[src/rtl/pixel_shifter_pkg.sv]
package pixel_shifter_pkg;
  localparam int PLANE_W   = 8;
  localparam int NPLANES   = 4;
  localparam int WORD_W    = PLANE_W * NPLANES;
  localparam int PIX_W     = NPLANES;
  localparam int PIX_PER_W = PLANE_W;
  localparam int IDX_W     = $clog2(PIX_PER_W);

  typedef enum logic [1:0] {
    MODE_PLANAR    = 2'd0,
    MODE_PACKED    = 2'd1,
    MODE_NIB_LEFT  = 2'd2,
    MODE_NIB_RIGHT = 2'd3
  } shiftMode_t;

  typedef struct packed {
    logic             load;    // capture word and mode
    logic             active;  // a word is being shown
    logic [IDX_W-1:0] idx;     // pixel index within the word
  } shiftCtrl_t;
endpackage

[src/rtl/pixel_shifter_ctrl.sv]
module pixel_shifter_ctrl
  import pixel_shifter_pkg::*;
(
  input  logic       clk,
  input  logic       rst,
  input  logic       loadEn,
  input  logic       dotEn,
  output shiftCtrl_t ctrl,
  output logic       wordReq
);
  localparam logic [IDX_W-1:0] LAST_IDX = IDX_W'(PIX_PER_W - 1);

  logic             activeQ;
  logic [IDX_W-1:0] idxQ;

  always_ff @(posedge clk) begin
    if (rst) begin
      activeQ <= 1'b0;
      idxQ    <= '0;
    end else if (loadEn) begin
      activeQ <= 1'b1;
      idxQ    <= '0;
    end else if (activeQ && dotEn) begin
      if (idxQ == LAST_IDX) activeQ <= 1'b0;
      idxQ <= idxQ + 1'b1;
    end
  end

  always_comb begin
    ctrl.load   = loadEn;
    ctrl.active = activeQ;
    ctrl.idx    = idxQ;
  end

  assign wordReq = activeQ && (idxQ == LAST_IDX);

  assert_reset_clears_R1: assert property (@(posedge clk)
    rst |=> !activeQ);

  assert_load_restarts_R2: assert property (@(posedge clk) disable iff (rst)
    loadEn |=> (activeQ && idxQ == '0));

  assert_hold_without_dot_R3: assert property (@(posedge clk) disable iff (rst)
    (!loadEn && !dotEn) |=> ($stable(idxQ) && $stable(activeQ)));

  assert_last_pixel_drops_R4: assert property (@(posedge clk) disable iff (rst)
    (wordReq && dotEn && !loadEn) |=> !activeQ);

  assert_step_advances_R3: assert property (@(posedge clk) disable iff (rst)
    (activeQ && dotEn && !loadEn && !wordReq) |=> (activeQ && idxQ == $past(idxQ) + 1'b1));
endmodule

[src/rtl/pixel_shifter_dp.sv]
module pixel_shifter_dp
  import pixel_shifter_pkg::*;
(
  input  logic              clk,
  input  logic              rst,
  input  shiftCtrl_t        ctrl,
  input  logic [WORD_W-1:0] loadWord,
  input  logic              sel256,
  input  logic              selInterleave,
  input  logic              dirRight,
  output logic [PIX_W-1:0]  pixel
);
  logic [WORD_W-1:0]  wordQ;
  shiftMode_t         modeQ;
  shiftMode_t         modeIn;
  logic [PLANE_W-1:0] plane [NPLANES];

  // 256-colour select wins over interleave; direction matters only for nibbles
  always_comb begin
    if (sel256)             modeIn = dirRight ? MODE_NIB_RIGHT : MODE_NIB_LEFT;
    else if (selInterleave) modeIn = MODE_PACKED;
    else                    modeIn = MODE_PLANAR;
  end

  always_ff @(posedge clk) begin
    if (rst) begin
      wordQ <= '0;
      modeQ <= MODE_PLANAR;
    end else if (ctrl.load) begin
      wordQ <= loadWord;
      modeQ <= modeIn;
    end
  end

  for (genvar p = 0; p < NPLANES; p++) begin : g_plane
    assign plane[p] = wordQ[p*PLANE_W +: PLANE_W];
  end

  logic [PIX_W-1:0]   pixPlanar, pixPacked, pixNib;
  logic [PLANE_W-1:0] bitSh [NPLANES];
  logic [PLANE_W-1:0] hiSh, loSh, nibByte;
  logic [1:0]         pairSel;
  logic [2:0]         pairAmt;

  for (genvar k = 0; k < NPLANES; k++) begin : g_planar
    assign bitSh[k]     = plane[k] >> (3'd7 - ctrl.idx);
    assign pixPlanar[k] = bitSh[k][0];
  end

  assign pairSel = ctrl.idx[1:0];
  assign pairAmt = {~pairSel, 1'b0};
  assign hiSh    = plane[{1'b1, ctrl.idx[2]}] >> pairAmt;
  assign loSh    = plane[{1'b0, ctrl.idx[2]}] >> pairAmt;
  assign pixPacked = {hiSh[1:0], loSh[1:0]};

  assign nibByte = plane[ctrl.idx[2:1]];

  always_comb begin
    if (modeQ == MODE_NIB_RIGHT) pixNib = ctrl.idx[0] ? nibByte[7:4] : nibByte[3:0];
    else                         pixNib = ctrl.idx[0] ? nibByte[3:0] : nibByte[7:4];
  end

  always_comb begin
    pixel = '0;
    if (ctrl.active) begin
      case (modeQ)
        MODE_PLANAR: pixel = pixPlanar;
        MODE_PACKED: pixel = pixPacked;
        default:     pixel = pixNib;
      endcase
    end
  end

  assert_mode_frozen_R10: assert property (@(posedge clk) disable iff (rst)
    !ctrl.load |=> ($stable(modeQ) && $stable(wordQ)));

  assert_256_overrides_R9: assert property (@(posedge clk) disable iff (rst)
    (ctrl.load && sel256) |=> (modeQ == MODE_NIB_LEFT || modeQ == MODE_NIB_RIGHT));

  assert_idle_pixel_zero_R11: assert property (@(posedge clk) disable iff (rst)
    !ctrl.active |-> (pixel == '0));
endmodule

[src/rtl/pixel_shifter.sv]
module pixel_shifter
  import pixel_shifter_pkg::*;
(
  input  logic        clk,
  input  logic        rst,
  input  logic        loadEn,
  input  logic [31:0] loadWord,
  input  logic        dotEn,
  input  logic        sel256,
  input  logic        selInterleave,
  input  logic        dirRight,
  output logic [3:0]  pixel,
  output logic        pixelValid,
  output logic        wordReq
);
  shiftCtrl_t ctrl;

  pixel_shifter_ctrl u_ctrl (
    .clk     (clk),
    .rst     (rst),
    .loadEn  (loadEn),
    .dotEn   (dotEn),
    .ctrl    (ctrl),
    .wordReq (wordReq)
  );

  pixel_shifter_dp u_dp (
    .clk           (clk),
    .rst           (rst),
    .ctrl          (ctrl),
    .loadWord      (loadWord),
    .sel256        (sel256),
    .selInterleave (selInterleave),
    .dirRight      (dirRight),
    .pixel         (pixel)
  );

  assign pixelValid = ctrl.active;
endmodule

[config.mk]
export PLATFORM = sky130hd
export DESIGN_NAME = pixel_shifter
export DESIGN_NICKNAME = d
export VERILOG_FILES = /design/src/rtl/pixel_shifter_pkg.sv /design/src/rtl/pixel_shifter_ctrl.sv /design/src/rtl/pixel_shifter_dp.sv /design/src/rtl/pixel_shifter.sv
export SDC_FILE = /design/constraint.sdc
export NUM_CORES = 1
export LEC_CHECK = 0
export BUFFER_PORTS_ARGS = -buffer_cell sky130_fd_sc_hd__buf_2
export CAP_MARGIN = 10
export CORE_MARGIN = 2
export CORE_UTILIZATION = 45
export CTS_BUF_LIST = sky130_fd_sc_hd__clkbuf_4 sky130_fd_sc_hd__clkbuf_8
export CTS_CLUSTER_SIZE = 16
export DETAILED_ROUTE_END_ITERATION = 7
export GPL_ROUTABILITY_DRIVEN = 0
export GPL_TIMING_DRIVEN = 0
export HOLD_SLACK_MARGIN = 0.15
export PLACE_DENSITY_LB_ADDON = 0.05
export SLEW_MARGIN = 20
export SYNTH_ARGS = -nofsm -noshare
export SYNTH_HDL_FRONTEND = slang
export SYNTH_SLANG_ARGS = --single-unit
export TNS_END_PERCENT = 20
[constraint.sdc]
create_clock -name clk -period 3 [get_ports clk]
set_input_delay 0.6 -clock clk [delete_from_list [all_inputs] [get_ports clk]]
set_output_delay 0.6 -clock clk [all_outputs]
set_load 0.05 [all_outputs]
==> metrics, run 1 <==
status finished clean; final worst-path cycle share 94.8%; number of fill cells in the layout roughly 440; Most Used Layer, Global Route met2; Core ar. roughly 0.0047 mm^2; vias per cell just under 6; drt drc 0; leakage power 1.13 nW; flops & latches, synth 38; RSZ-0062 raised after global routing no; number of clock buffers inserted by TritonCTS 5; relative slew slack a little over 60%; Clock Latency Late Sink about 0.29 ns; total track usage between 20% and 30%; top-area cell type share of the netlist area roughly a third; max-slew violations 0; Die H 73.5 um; Final Hold Fails 0; HP Class in2reg; DR vias 1736; Post-Syn Area per Cell 11.2 um^2; Final Critical Period around 2.8 ns; CP Max Fanout 10; clock root buffer clkbuf_8; hold-fix buffers at CTS 0; first-pass GRT wire length about 8500 um; antenna cells 0; Starting Density 46.4%; critical path type reg2out; Max Fclk 0.351 GHz; largest net degree at the start of global routing 12; most area-consuming cells after synthesis dfxtp_1, mux2i_1, mux4_2, mux4_1, nor2_1; ys flop type dfxtp_1; CP max stage cell mux4_2; Die Area roughly 0.0054 mm^2; clk_skew between 0.0005 and 0.0006 ns; Ys Warns 0; Worst Path Buf+Inv 2; Worst setup SP type flop; M3 GR Usage 4.39%; Setup TNS 0 ns; Synth Instances a little under 200; Hold EP u_dp.wordQ[22]; Critical Path Max Stage Delay about 0.5 ns; WL/cell approximately 18 um; unique cell type count in the Yosys netlist 27; Remaining Overflow, GRT 0; reg-to-reg endpoint u_ctrl.idxQ[2]; Die W 73.5 um; synthesized cell area approximately 0.0022 mm^2; Routed Antenna Nets 0; leading area contributor after synthesis dfxtp_1; hold depth 3; Clk pin slew, worst setup/hold paths 0.07 ns; clk buf depth 2; commonest non-fill, non-tap cell in the layout buf_2; setup repair bufs after CTS 0; post-synth net total around 240; CP required ~2.4 ns; Hold Startpoint loadWord[22]; # resized after CTS 1; most frequent cells in the layout buf_2, mux2i_1, dfxtp_1; Worst Tran Pin Value between 0.5 and 0.6 ns; vias in the first global route 1570; grt met1 use between 30% and 40%; R2R setup slack between 1.5 and 2 ns; Ports 45; Reg2Reg Depth 4; crit path capture type output port; Routed Wire Length ~5300 um; Peak VDD IR 201 uV; Post-synth EDFFs 0; Initial DRC Count ~160; async set-reset flop share out of synthesis 0%; fraction of layout cells with a size suffix above 1 between 30% and 40%; CP arrival between 2 and 2.5 ns; final setup violation count 0; # clock sinks 38; max-cap violations 0; 1st-pass router iterations 4; area grow syn2layout 17.7%; cells along the critical path buf_6 > mux4_2 > nor2b_1 > a2111oi_1 > nor4_2 > buf_2; PD cells 436 mW/mm^2; H-tree Lvls 2; CP top delay family multiplexers; Buffers on Ports 42; Nets between 200 and 300; fin util 54.6%; initial antenna violation count 0; worst r2r src u_ctrl.activeQ; register area share after synthesis between 30% and 40%; Post-DP HPWL roughly 4000 um; GR Layer Usage met2 31.4%; CTS tree done; num rows 25
## worst min-delay path, cell delays in order
cell     delay, ns
buf_2         0.07
mux2i_1       0.05
nor2_1        0.07
## flip-flops by register name, indices dropped and copies added (netlist names)
register / cells
u_dp.modeQ: 2
u_ctrl.idxQ: 3
u_ctrl.activeQ: 1
u_dp.wordQ: 32
## kinds of logic (layout without fill, tap and decap cells)
family,count (synthesis),after routing,synth area share [%]
adder cells (fa/ha/maj),2,2,1.15
flip-flops,38,38,35.0
buffers and inverters,19,69,4.54
AND/OR/NAND/NOR,56,56,11.0
multiplexers,62,62,42.8
XOR/XNOR,2,2,0.805
AO/OA/AOI/OAI,15,15,4.72
## where the power goes
part	switching, mW	internal (mW)	total [mW]
Combinational	0.0923	0.0919	0.184
Clock	0.171	0.194	0.365
Sequential	0.0330	0.533	0.566
Total	0.296	0.819	1.12
## layer usage
metal | vias up | part of all wire, %
met5 | - | 0
met4 | 0 | 1.6
met3 | 9 | 7.8
met2 | 66 | 46
met1 | 833 | 45
li1 | 828 | -
## metrics by stage
step	power, mW	instances	area (um^2)	hold slack, ns	worst slack [ns]
2_1_floorplan	0.697	194	2180	0.486	-0.140
4_1_cts	1.13	298	2560	0.531	0.0477
3_3_place_gp	0.759	290	2460	0.531	0.329
5_1_grt	1.17	298	2560	0.537	0.0335
3_5_place_dp	0.761	290	2460	0.539	0.313
6_report	1.12	298	2560	0.539	0.155
## synth_stat cells (2+ instances only)
cell type and n:
mux2i_1 39, dfxtp_1 38, nor2_1 37, mux4_2 17, buf_2 10, mux4_1 6
o22ai_1 6, nand2_1 5, clkbuf_1 4, nor3_1 4, nor4_1 3, a2111oi_0 2
a211oi_1 2, a21oi_1 2, buf_1 2, buf_6 2, ha_1 2, nor2b_1 2
o221ai_1 2, xor2_1 2
## cell type report
cell class / instances / area (um^2) / share of cell area (%)
multi-input combinational: 137 / 1320 / 51.7
inverter: 1 / 3.75 / 0.147
clock buffer: 7 / 90.1 / 3.52
timing repair buffer: 42 / 210 / 8.21
sequential: 38 / 761 / 29.7
buffer: 18 / 100 / 3.91
clock inverter: 1 / 5.00 / 0.195
tap: 54 / 67.6 / 2.64
## worst max-delay path by stage
stage / start / cells past startpoint / to
6_report: u_ctrl.idxQ[0] / 6 / pixel[1]
5_1_grt: u_ctrl.idxQ[1] / 6 / pixel[3]
4_1_cts: u_ctrl.idxQ[1] / 6 / pixel[1]
3_5_place_dp: u_ctrl.idxQ[1] / 6 / pixel[1]
3_3_place_gp: u_ctrl.idxQ[1] / 6 / pixel[1]
2_1_floorplan: u_ctrl.idxQ[1] / 5 / pixel[0]
No activity file was read; power rests on OpenSTA's default activity.
==> inputs of run 2 (changes only) <==
--- a/config.mk
+++ b/config.mk
@@ -14,5 +14,4 @@
 export DETAILED_ROUTE_END_ITERATION = 7
 export GPL_ROUTABILITY_DRIVEN = 0
-export GPL_TIMING_DRIVEN = 0
 export HOLD_SLACK_MARGIN = 0.15
 export PLACE_DENSITY_LB_ADDON = 0.05
==> constraint.sdc (replaced) <==
create_clock -name clk -period 3 [get_ports clk]
set_input_delay 0.75 -clock clk [delete_from_list [all_inputs] [get_ports clk]]
set_output_delay 0.75 -clock clk [all_outputs]
set_load 0.05 [all_outputs]
==> run 2 against run 1 <==
Effect of this change:
- register-to-register slack got worse by 0.11 ns
- first-iteration DRC count decreased by 7.1%
- clock skew increased by 0.00094 ns
- clock power decreased by 4%
- global-route usage decreased by 0.82 points
- die area unchanged
==> metrics, run 2 (synthesis results as in run 1) <==
status finished clean; first-pass GRT wire length about 8400 um; Starting Density between 40% and 50%; Critical Path Max Stage Delay 0.58 ns; most frequent cells in the layout buf_2, mux2i_1, nor2_1; fraction of layout cells with a size suffix above 1 between 30% and 40%; CTS tree done; CP arrival around 2.1 ns; PnR worst setup slack 0.116 ns; crit path capture type output port; Die Area 0.00541 mm^2; Reg with most FFs u_dp.wordQ; Largest regs u_dp.wordQ (32), u_ctrl.idxQ (3), u_dp.modeQ (2); clock root buffer clkbuf_8; Post-DP HPWL 3850 um; antenna cells 0; Routed Antenna Nets 0; Setup TNS 0 ns; clk buf depth 2; CP top delay family multiplexers; Largest register FFs 32; commonest non-fill, non-tap cell in the layout buf_2; Placed Instances ~280; Ports between 40 and 50; Worst Path Buf+Inv 2; Final Hold Fails 0; leakage power around 1.1 nW; clk_skew 0.00145 ns; final worst-path cycle share between 90% and 100%; WL/cell approximately 18 um; PD cells 432 mW/mm^2; Clock Latency Late Sink slightly below 0.3 ns; # clock sinks 38; relative slew slack a little under three fifths; cells along the critical path buf_4 > mux4_1 > a2111oi_2 > nor3_1 > buf_2; Clock power frac about a third; DR vias 1736; Nets roughly 280; critical path type reg2out; 1st-pass router iterations 4; Final Critical Period 2.88 ns; max-cap violations 0; Initial DRC Count around 150; area grow syn2layout 17.1%; largest net degree at the start of global routing 40; Die H around 74 um; drt drc 0; Sw Pwr approximately 300 uW; Worst setup SP type flop; Routed Wire Length ~5300 um; vias in the first global route about 1700; initial antenna violation count 0; Worst Tran Pin Value ~0.66 ns; max-slew violations 0; Remaining Overflow, GRT 0; H-tree Lvls 2; setup repair bufs after CTS 0; placed inst area about 0.0025 mm^2; fin util about 54%; number of clock buffers inserted by TritonCTS 5; number of fill cells in the layout around 420; Buffers on Ports between 40 and 50; Internal 804 uW; HP Class reg2reg; total track usage between 20% and 30%; CP required 2.25 ns; post-route design area around 0.0025 mm^2; num rows 25; Max Fclk 0.347 GHz; Switching Fraction 27.1%; power share of the sequential group 52.0%; Non-Filler Instances between 200 and 300; CP max stage cell mux4_1; Combinational Power Share 16.2%; CP Max Fanout 9; pre-CTS WS between 0.1 and 0.15 ns; Core ar. approximately 0.0047 mm^2; Die W between 70 and 80 um; final setup violation count 0; vias per cell 6.03; Clk pin slew, worst setup/hold paths 0.07 ns; Peak VDD IR around 210 uV
## run 2: changes by cell type in the layout (fill, tap and decap cells not counted), moves of 2 or more
| cell | change |
|---|---|
| dfxtp_1 | -2 |
| buf_1 | -2 |
| buf_4 | +5 |
| buf_2 | -6 |
| buf_6 | -2 |
| clkbuf_1 | -4 |
| buf_12 | +2 |
## run 2: worst min-delay path, delay by kind of cell, from the launching register on
kind	cells	cell delay, ns
multiplexers	1	0.13
AND/OR/NAND/NOR	1	0.05
flip-flops	1	0.34
## run 2: routing by layer
metal | track usage (%) | wire length [um] | up-vias
li1 | - | - | 813
met1 | 27.9 | 2280 | 840
met2 | 32.8 | 2570 | 72
met3 | 4.25 | 331 | 11
met4 | 6.46 | 70 | 0
met5 | 0 | 0 | -
## run 2: final timing paths
| kind | start | end | slack (ns) | depth (start not counted) |
|---|---|---|---|---|
| hold / removal | u_dp.wordQ[9] | u_dp.wordQ[9] | 0.55 | 2 |
| setup reg to reg | u_ctrl.idxQ[1] | u_ctrl.idxQ[2] | 1.62 | 5 |
| hold reg to reg | u_dp.wordQ[9] | u_dp.wordQ[9] | 0.55 | 2 |
| setup / recovery | u_ctrl.idxQ[0] | pixel[3] | 0.12 | 5 |
## run 2: metrics by stage
step	hold slack (ns)	power [mW]
final	0.554	1.10
after global routing	0.581	1.15
after CTS	0.557	1.11
after detailed placement	0.544	0.762
after global placement	0.538	0.753
after floorplan	0.486	0.697
## run 2: power by group through the flow
stage	clock, mW	combinational, mW	sequential [mW]
after floorplan	0	0.132	0.565
after global placement	0	0.170	0.582
after detailed placement	0	0.178	0.583
after CTS	0.359	0.180	0.572
after global routing	0.380	0.196	0.576
final	0.351	0.179	0.573
## run 2: area by class of cell
type                       instances  area, um^2  share of cell area, %
tap                               54        67.6                   2.65
multi-input combinational        137        1330                   52.2
inverter                           1        3.75                  0.147
timing repair buffer              51         298                   11.7
sequential                        38         766                   30.0
clock buffer                       7        83.8                   3.29
## run 2: timing repair
item / 4_1_cts / 5_1_grt
endpoints found under the setup margin: 2 / 3
hold buffers: 0 / 0
gates resized for setup: 3 / 3
